--- src/rtl/ladec_pkg.sv ---
// Package: shared sizing and the decode helper for the latched decoder.
// Assumes: address widths stay small (the output count is 2**width).
package ladec_pkg;

    localparam int unsigned LADEC_ADDR_W = 3;

    // Purpose: one-hot vector of width 2**LADEC_ADDR_W for a given index.
    function automatic logic [(1 << LADEC_ADDR_W)-1:0] ladec_hot(input logic [LADEC_ADDR_W-1:0] idx);
        logic [(1 << LADEC_ADDR_W)-1:0] v;
        v = '0;
        v[idx] = 1'b1;
        return v;
    endfunction

endpackage

--- src/rtl/ladec_addr_hold.sv ---
// Module: address hold stage.
// Loads the address on each rising clock edge while le is low and freezes it
// while le is high. The effective address is the live input while le is low
// and the stored value otherwise.
// Assumes: synchronous active-low reset; addr is settled at the clock edge.
module ladec_addr_hold #(
    parameter int unsigned ADDR_W = 3
) (
    input  logic              clk,
    input  logic              rst_n,
    input  logic [ADDR_W-1:0] addr,
    input  logic              le,
    output logic [ADDR_W-1:0] eff_addr
);

    logic [ADDR_W-1:0] held_q;

    // Purpose: track the address while open, keep it while closed.
    always_ff @(posedge clk) begin
        if (!rst_n) begin
            held_q <= '0;
        end else if (!le) begin
            held_q <= addr;
        end
    end

    // Purpose: select live or stored address.
    always_comb begin
        eff_addr = le ? held_q : addr;
    end

endmodule

--- src/rtl/ladec_onehot.sv ---
// Module: binary to one-hot decoder (active high).
// Assumes: OUT_N == 2**ADDR_W.
module ladec_onehot #(
    parameter int unsigned ADDR_W = 3,
    parameter int unsigned OUT_N  = 1 << ADDR_W
) (
    input  logic [ADDR_W-1:0] sel,
    output logic [OUT_N-1:0]  hot
);

    // Purpose: one comparator per output line.
    for (genvar g = 0; g < OUT_N; g++) begin : g_line
        assign hot[g] = (sel == ADDR_W'(g));
    end

endmodule

--- src/rtl/ladec_out_gate.sv ---
// Module: output enable gate.
// Inverts the one-hot select to active-low lines when en_n=0 and en=1, and
// otherwise holds all lines high.
// Assumes: hot carries at most one set bit.
module ladec_out_gate #(
    parameter int unsigned OUT_N = 8
) (
    input  logic [OUT_N-1:0] hot,
    input  logic             en_n,
    input  logic             en,
    output logic [OUT_N-1:0] y_n
);

    logic active;

    // Purpose: combine the two enables and drive the active-low lines.
    always_comb begin
        active = (!en_n) && en;
        y_n    = active ? ~hot : '1;
    end

endmodule

--- src/rtl/ladec_latched_decoder.sv ---
// Module: top level of the latched-address 3-to-8 decoder.
// Chain: address hold -> one-hot decode -> enable gate.
// Assumes: inputs change away from the rising clock edge.
module ladec_latched_decoder #(
    parameter int unsigned ADDR_W = ladec_pkg::LADEC_ADDR_W
) (
    input  logic                     clk,
    input  logic                     rst_n,
    input  logic [ADDR_W-1:0]        addr,
    input  logic                     le,
    input  logic                     en_n,
    input  logic                     en,
    output logic [(1 << ADDR_W)-1:0] y_n
);

    localparam int unsigned OUT_N = 1 << ADDR_W;

    logic [ADDR_W-1:0] eff_addr;
    logic [OUT_N-1:0]  hot;

    ladec_addr_hold #(.ADDR_W(ADDR_W)) u_hold (
        .clk      (clk),
        .rst_n    (rst_n),
        .addr     (addr),
        .le       (le),
        .eff_addr (eff_addr)
    );

    ladec_onehot #(.ADDR_W(ADDR_W), .OUT_N(OUT_N)) u_dec (
        .sel (eff_addr),
        .hot (hot)
    );

    ladec_out_gate #(.OUT_N(OUT_N)) u_gate (
        .hot  (hot),
        .en_n (en_n),
        .en   (en),
        .y_n  (y_n)
    );

endmodule

--- config.mk ---
export PLATFORM = sky130hd
export DESIGN_NAME = ladec_latched_decoder
export DESIGN_NICKNAME = d
export VERILOG_FILES = /design/src/rtl/ladec_pkg.sv /design/src/rtl/ladec_addr_hold.sv /design/src/rtl/ladec_onehot.sv /design/src/rtl/ladec_out_gate.sv /design/src/rtl/ladec_latched_decoder.sv
export SDC_FILE = /design/constraint.sdc
export NUM_CORES = 1
export LEC_CHECK = 0
export CAP_MARGIN = 0
export CORE_AREA = 5 5 42 44
export CTS_CLUSTER_SIZE = 28
export DETAILED_ROUTE_END_ITERATION = 10
export DIE_AREA = 0 0 47 49
export GPL_TIMING_DRIVEN = 0
export PLACE_DENSITY_LB_ADDON = 0.08
export SLEW_MARGIN = 20
export SYNTH_ARGS = -nofsm -noshare
export SYNTH_HDL_FRONTEND = slang
export SYNTH_SLANG_ARGS = --single-unit
--- constraint.sdc ---
create_clock -name clk -period 1.02 [get_ports clk]
set_input_delay 0.102 -clock clk [delete_from_list [all_inputs] [get_ports clk]]
set_output_delay 0.102 -clock clk [all_outputs]
set_load 0.01 [all_outputs]
==> out/metrics.cfg, run 1 <==
[final_layout]
stdcell_count = 67
diodes = 0
nets = 60
final_util = 0.348
area_growth_pct = 71.1
largest_reg_flops = 3
drive_above_1_share = 0.529
seq_area_um2 = 68.8
reg_top3 = u_hold.held_q: 3 flops
top_register = u_hold.held_q
fillers = 156
multiInputGateArea_um2 = 229

[synth]
synth.avg_cell_area_um2 = 9.84
synth.top_cell.area_share = 0.211
synth-edff-count = 0
synthArstFlopShare = 0
synth_seq_cells = 3
ys_warn_count = 0
synth.distinct_cells = 15
synth_fp_nets = 37
netlist.top_cell.by_area = dfxtp_1
synthMostInstantiatedCell = o211ai_1
syn_inst = 29
synthTopCellsByCount = 8 x o211ai_1, 3 x dfxtp_1, 3 x nor2b_1
synthTopCellsByArea = dfxtp_1 21%, o211ai_1 21%, mux2i_4 7.9%, mux2i_1 7.0%, nor2b_1 6.6%
ys_seq_area_frac = 0.211
synth-main-ff-cell = dfxtp_1
syn_area_um2 = 285

[grt]
grt_pass1_vias = 287
antenna_found_initial = 0
grt_pass1_wl_um = 1310
grt_overflow_total = 0
gr-usage-all-layers = 0.0830
grt_max_degree = 9

[timing]
min_period_ns = 1.20
tightest_slew_ns = 0.202
rsz0062_at_grt = yes
fmax_ghz = 0.831
final_hold_viol_count = 0
setup_ws_ns = -0.183
finalCritPeriodShare = 1.18
slew_headroom = 0.862
final-setup-viol-count = 8
slew_viol_final = 0
finClkSkew_ns = 0

[detailed_routing]
drt_pass1_iterations = 2
drc = 0
first_iter_violations = 3
drt_wl_total_um = 839
wire_per_inst_um = 12.5
vias_per_cell = 4.64
ant_nets = 0
vias = 311

[clock_tree]
cts_buffer_depth = 2
cts_tree = done
cts_root_buf = clkbuf_4
insertion_delay_ns = 0.23
numCtsBuffers = 3
h-tree-depth = 1
clkSlewWorstSetupHoldPaths_ns = 0.04
cts.sinks = 3

[setup_path]
cp_cell_sequence = mux2_4, o211ai_1, buf_2
critPathKind = flop to primary output
crit_slowest_cell = dfxtp_2
startpoint = u_hold.held_q[2]
cp_max_fo = 5
cp.required_ns = 0.92
start_kind = flop
critPathMaxStageDelay_ns = 0.32
arrival_ns = 1.10
cp-end-kind = primary output
r2r-start = u_hold.held_q[2]

[worst_hold_path]
worstHoldStart = addr[1]
hold_path_class = primary input to flop

[pwr]
p_leak_nw = 0.191
pwr-share-comb = 0.260
switching_power_mw = 0.119
power-per-cell-area_nw_per_um2 = 934
swShare = 0.261
total_power_mw = 0.456
power_frac_seq = 0.291
vdd_drop_max_uv = 548
clockPowerShare = 0.449
p_int_mw = 0.337

[job]
max_cap_viol_count = 0

[floorplan]
die_h_um = 49
start_util = 0.204
core_um2 = 1400
pin_count = 16
fp.dieW_um = 47
die_area_um2 = 2300
rows = 14

[placement]
port_buffers = 15
place_inst = 60
place.gp.congestion = 0.661

[outcome]
outcome = finished with violations
violations = negative setup slack

==> path summary, 6_finish.rpt <==
path | depth (start not counted) | slack, ns | endpoint
worst max-delay path | 3 | -0.18 | y_n[6]
worst min-delay path | 3 | 0.39 | u_hold.held_q[1]
worst max register to register | 2 | 0.14 | u_hold.held_q[2]
worst min register to register | 2 | 0.56 | u_hold.held_q[1]
==> layer usage <==
metal | track usage | up-vias | part of all wire
li1 | - | 158 | -
met1 | 0.0943 | 141 | 0.40
met2 | 0.113 | 10 | 0.49
met3 | 0.0590 | 2 | 0.092
met4 | 0.0415 | 0 | 0.0095
met5 | 0 | - | 0
==> layout make-up <==
type | instances | area share
plain buffers | 2 | 0.0385
clock buffers | 4 | 0.0538
multi-input cells | 24 | 0.469
flip-flops and latches | 3 | 0.141
well taps | 16 | 0.0410
repair buffers | 18 | 0.256
==> through the flow <==
step | setup WS (ns) | hold WS [ns] | cell area, um^2 | TNS [ns]
after detailed placement | -0.804 | 0.589 | 455 | -6.75
after floorplan | 0.112 | 0.224 | 285 | 0
after global placement | -0.798 | 0.579 | 455 | -6.75
after global routing | -0.260 | 0.417 | 488 | -1.81
after CTS | -0.202 | 0.387 | 485 | -1.44
final | -0.183 | 0.393 | 488 | -1.30
==> timing repair <==
action                                  in CTS  in global routing
hold endpoints to repair                     0                  0
gates cloned                                 1                  0
buffers inserted                             2                  0
endpoints found under the setup margin       8                  8
resized for setup                           48                  1
hold buffers                                 0                  0
pin swaps                                    7                  4
==> kinds of logic after synthesis <==
logic type,Yosys count,synth area share
AOI/OAI and AO/OA,8,0.211
buffers and inverters,2,0.0526
muxes,4,0.202
and+or+nand+nor,12,0.325
DFF,3,0.211
==> worst max-delay path: cells and delay by family (launching register included) <==
| family | cells | cell delay [ns] |
|---|---|---|
| flip-flops | 1 | 0.32 |
| multiplexers | 1 | 0.29 |
| buffers and inverters | 1 | 0.16 |
| AO/OA/AOI/OAI | 1 | 0.10 |
==> cell usage in the layout, fill, tap and decap left out, drive strengths merged <==
cell type,count
nor3,1
nor2b,3
clkdlybuf4s15,1
clkbuf,4
dfxtp,3
and2,1
clkdlybuf4s50,2
mux2,1
and3b,3
and3,1
buf,13
mux2i,3
nor3b,3
dlygate4sd2,4
o211ai,8
==> power by group through the flow <==
stage                     Sequential (mW)  Combinational [mW]  Clock, mW
after floorplan                     0.133              0.0622          0
after global placement              0.135               0.116          0
after detailed placement            0.135               0.118          0
after CTS                           0.134               0.119      0.219
after global routing                0.134               0.128      0.235
final                               0.133               0.118      0.204
(Power assumes the default switching activity.)
==> run 2, diff against run 1 <==
Settings changed: REMOVE_ABC_BUFFERS set to 1, SLEW_MARGIN 20 to not set.
==> run 2 against run 1 <==
Effect of this change: the flow still finishes with violations (negative setup slack); cell count is 1.5% lower; setup slack got worse by 0.025 ns; die area stayed put; wire length up 8.1%; clock power is essentially flat; largest power group unchanged; sequential cell count is the same; combinational power increased by 12%; count of clock-buffer cells in the layout did not move; hold slack worse by 0.020 ns; largest cell class unchanged; fmax shrank 2.0%; register-to-register slack is essentially flat; critical path depth unchanged.
==> out/metrics.cfg, run 2 (synthesized netlist as in run 1, its figures left out) <==
[outcome]
outcome = finished with violations
violations = negative setup slack

[timing]
rsz0062_at_grt = yes
min_period_ns = 1.23  ; +0.0249 ns
slew_viol_final = 0  ; unchanged
final-setup-viol-count = 8  ; unchanged
timing.hold.ws_ns = 0.372  ; -0.0203 ns
tightest_slew_ns = 0.306  ; +0.104 ns
finClkSkew_ns = 0  ; unchanged
slew_headroom = 0.796  ; -0.0666
setup_ws_ns = -0.208  ; -0.0249 ns
finalCritPeriodShare = 1.20  ; +0.0244
final_hold_viol_count = 0  ; unchanged
fmax_ghz = 0.814  ; -2.0%
setup_tns_ns = -1.39  ; -0.0878 ns

[setup_path]
start_kind = flop
arrival_ns = 1.13  ; +0.03 ns
cp.required_ns = 0.92  ; about the same
rrSetupSlack_ns = 0.14  ; about the same
ff2ff_path_depth = 2  ; unchanged
cp_max_fo = 5  ; unchanged
critPathKind = flop to primary output
cp-end-kind = primary output

[clock_tree]
insertion_delay_ns = 0.23  ; about the same
cts_root_buf = clkbuf_4
clkSlewWorstSetupHoldPaths_ns = 0.04  ; about the same
numCtsBuffers = 3  ; unchanged
h-tree-depth = 1  ; unchanged
cts_buffer_depth = 2  ; unchanged
cts_tree = done
cts_hold_buf = 0  ; unchanged
cts.sinks = 3  ; unchanged

[placement]
pre_cts_slack_ns = -1.04  ; -0.235 ns
place.gp.congestion = 0.714  ; +8.1%
place_inst = 58  ; -3.3%
port_buffers = 15  ; unchanged

[detailed_routing]
drt_wl_total_um = 907  ; +8.1%
wire_per_inst_um = 13.7  ; +9.7%
drc = 0  ; unchanged
drt_pass1_iterations = 4  ; +2
vias = 315  ; +1.3%
ant_nets = 0  ; unchanged
vias_per_cell = 4.77  ; +2.8%
first_iter_violations = 3  ; unchanged

[floorplan]
die_area_um2 = 2300  ; unchanged
die_h_um = 49  ; unchanged
core_um2 = 1400  ; unchanged
pin_count = 16  ; unchanged
start_util = 0.204  ; unchanged
fp.dieW_um = 47  ; unchanged
rows = 14  ; unchanged

[final_layout]
area_growth_pct = 76.8
nets = 59  ; -1.7%
final_cell_mix = 9 x buf_2, 8 x o211ai_1, 3 x nor3b_2, 3 x clkbuf_4, 3 x dlygate4sd2_1
reg_top3 = u_hold.held_q: 3 flops
diodes = 0  ; unchanged
stdcell_count = 66  ; -1.5%
largest_reg_flops = 3  ; unchanged
layout_commonest_cell = buf_2
drive_above_1_share = 0.560  ; +0.0306
top_register = u_hold.held_q

[grt]
grt_overflow_total = 0  ; unchanged
grt_pass1_wl_um = 1420  ; +8.4%
grt_max_degree = 13  ; +4
antenna_found_initial = 0  ; unchanged
grt_pass1_vias = 343  ; +20%
gr-usage-all-layers = 0.0865  ; +0.00346

[worst_hold_path]
holdPathStages = 3  ; unchanged
hold_path_class = primary input to flop

[pwr]
vdd_drop_max_uv = 305  ; -44%
p_leak_nw = 0.215  ; +13%
power-per-cell-area_nw_per_um2 = 934  ; about the same

[job]
max_cap_viol_count = 0  ; unchanged

-- run 2: final cells by class --
| type | count | area [um^2] |
|---|---|---|
| timing repair buffer | 19 | 156 |
| clock buffer | 4 | 26.3 |
| multi-input combinational | 24 | 233 |
| fill | 160 | 897 |
| sequential | 3 | 68.8 |
| tap | 16 | 20.0 |
-- run 2: metal layers --
| metal | share of wire | up-vias | GRT usage | wire length, um |
|---|---|---|---|---|
| met3 | 0.071 | 0 | 0.0185 | 64 |
| met5 | 0 | - | 0 | 0 |
| met2 | 0.51 | 9 | 0.140 | 467 |
| li1 | - | 156 | - | - |
| met1 | 0.41 | 150 | 0.0897 | 375 |
| met4 | 0 | 0 | 0.0691 | 0 |
-- run 2: repair_timing --
action,4_1_cts,5_1_grt
pin swaps,5,4
resized for setup,51,3
setup endpoints to repair,11,8
buffers inserted,4,0
-- run 2: metrics by stage --
step,util,power (mW),instance area (um^2)
after floorplan,-,0.185,270
after detailed placement,0.314,0.249,440
final,0.360,0.471,504
after CTS,0.354,0.480,497
after global routing,0.360,0.504,504
after global placement,0.314,0.245,440
-- run 2: critical path, cell delays in order, from the launching register on --
cell,delay (ns)
dfxtp_4,0.35
and3b_1,0.19
o211ai_1,0.19
buf_2,0.17
-- run 2: final timing paths --
kind	start	end
max	u_hold.held_q[0]	y_n[2]
min	le	u_hold.held_q[0]
max reg2reg	u_hold.held_q[2]	u_hold.held_q[2]
min reg2reg	u_hold.held_q[1]	u_hold.held_q[1]
-- run 2: power by group --
group          internal [mW]  total (mW)  switching (mW)
combinational         0.0742       0.132          0.0581
clock                  0.146       0.206          0.0598
sequential             0.124       0.132         0.00828
total                  0.345       0.471           0.126
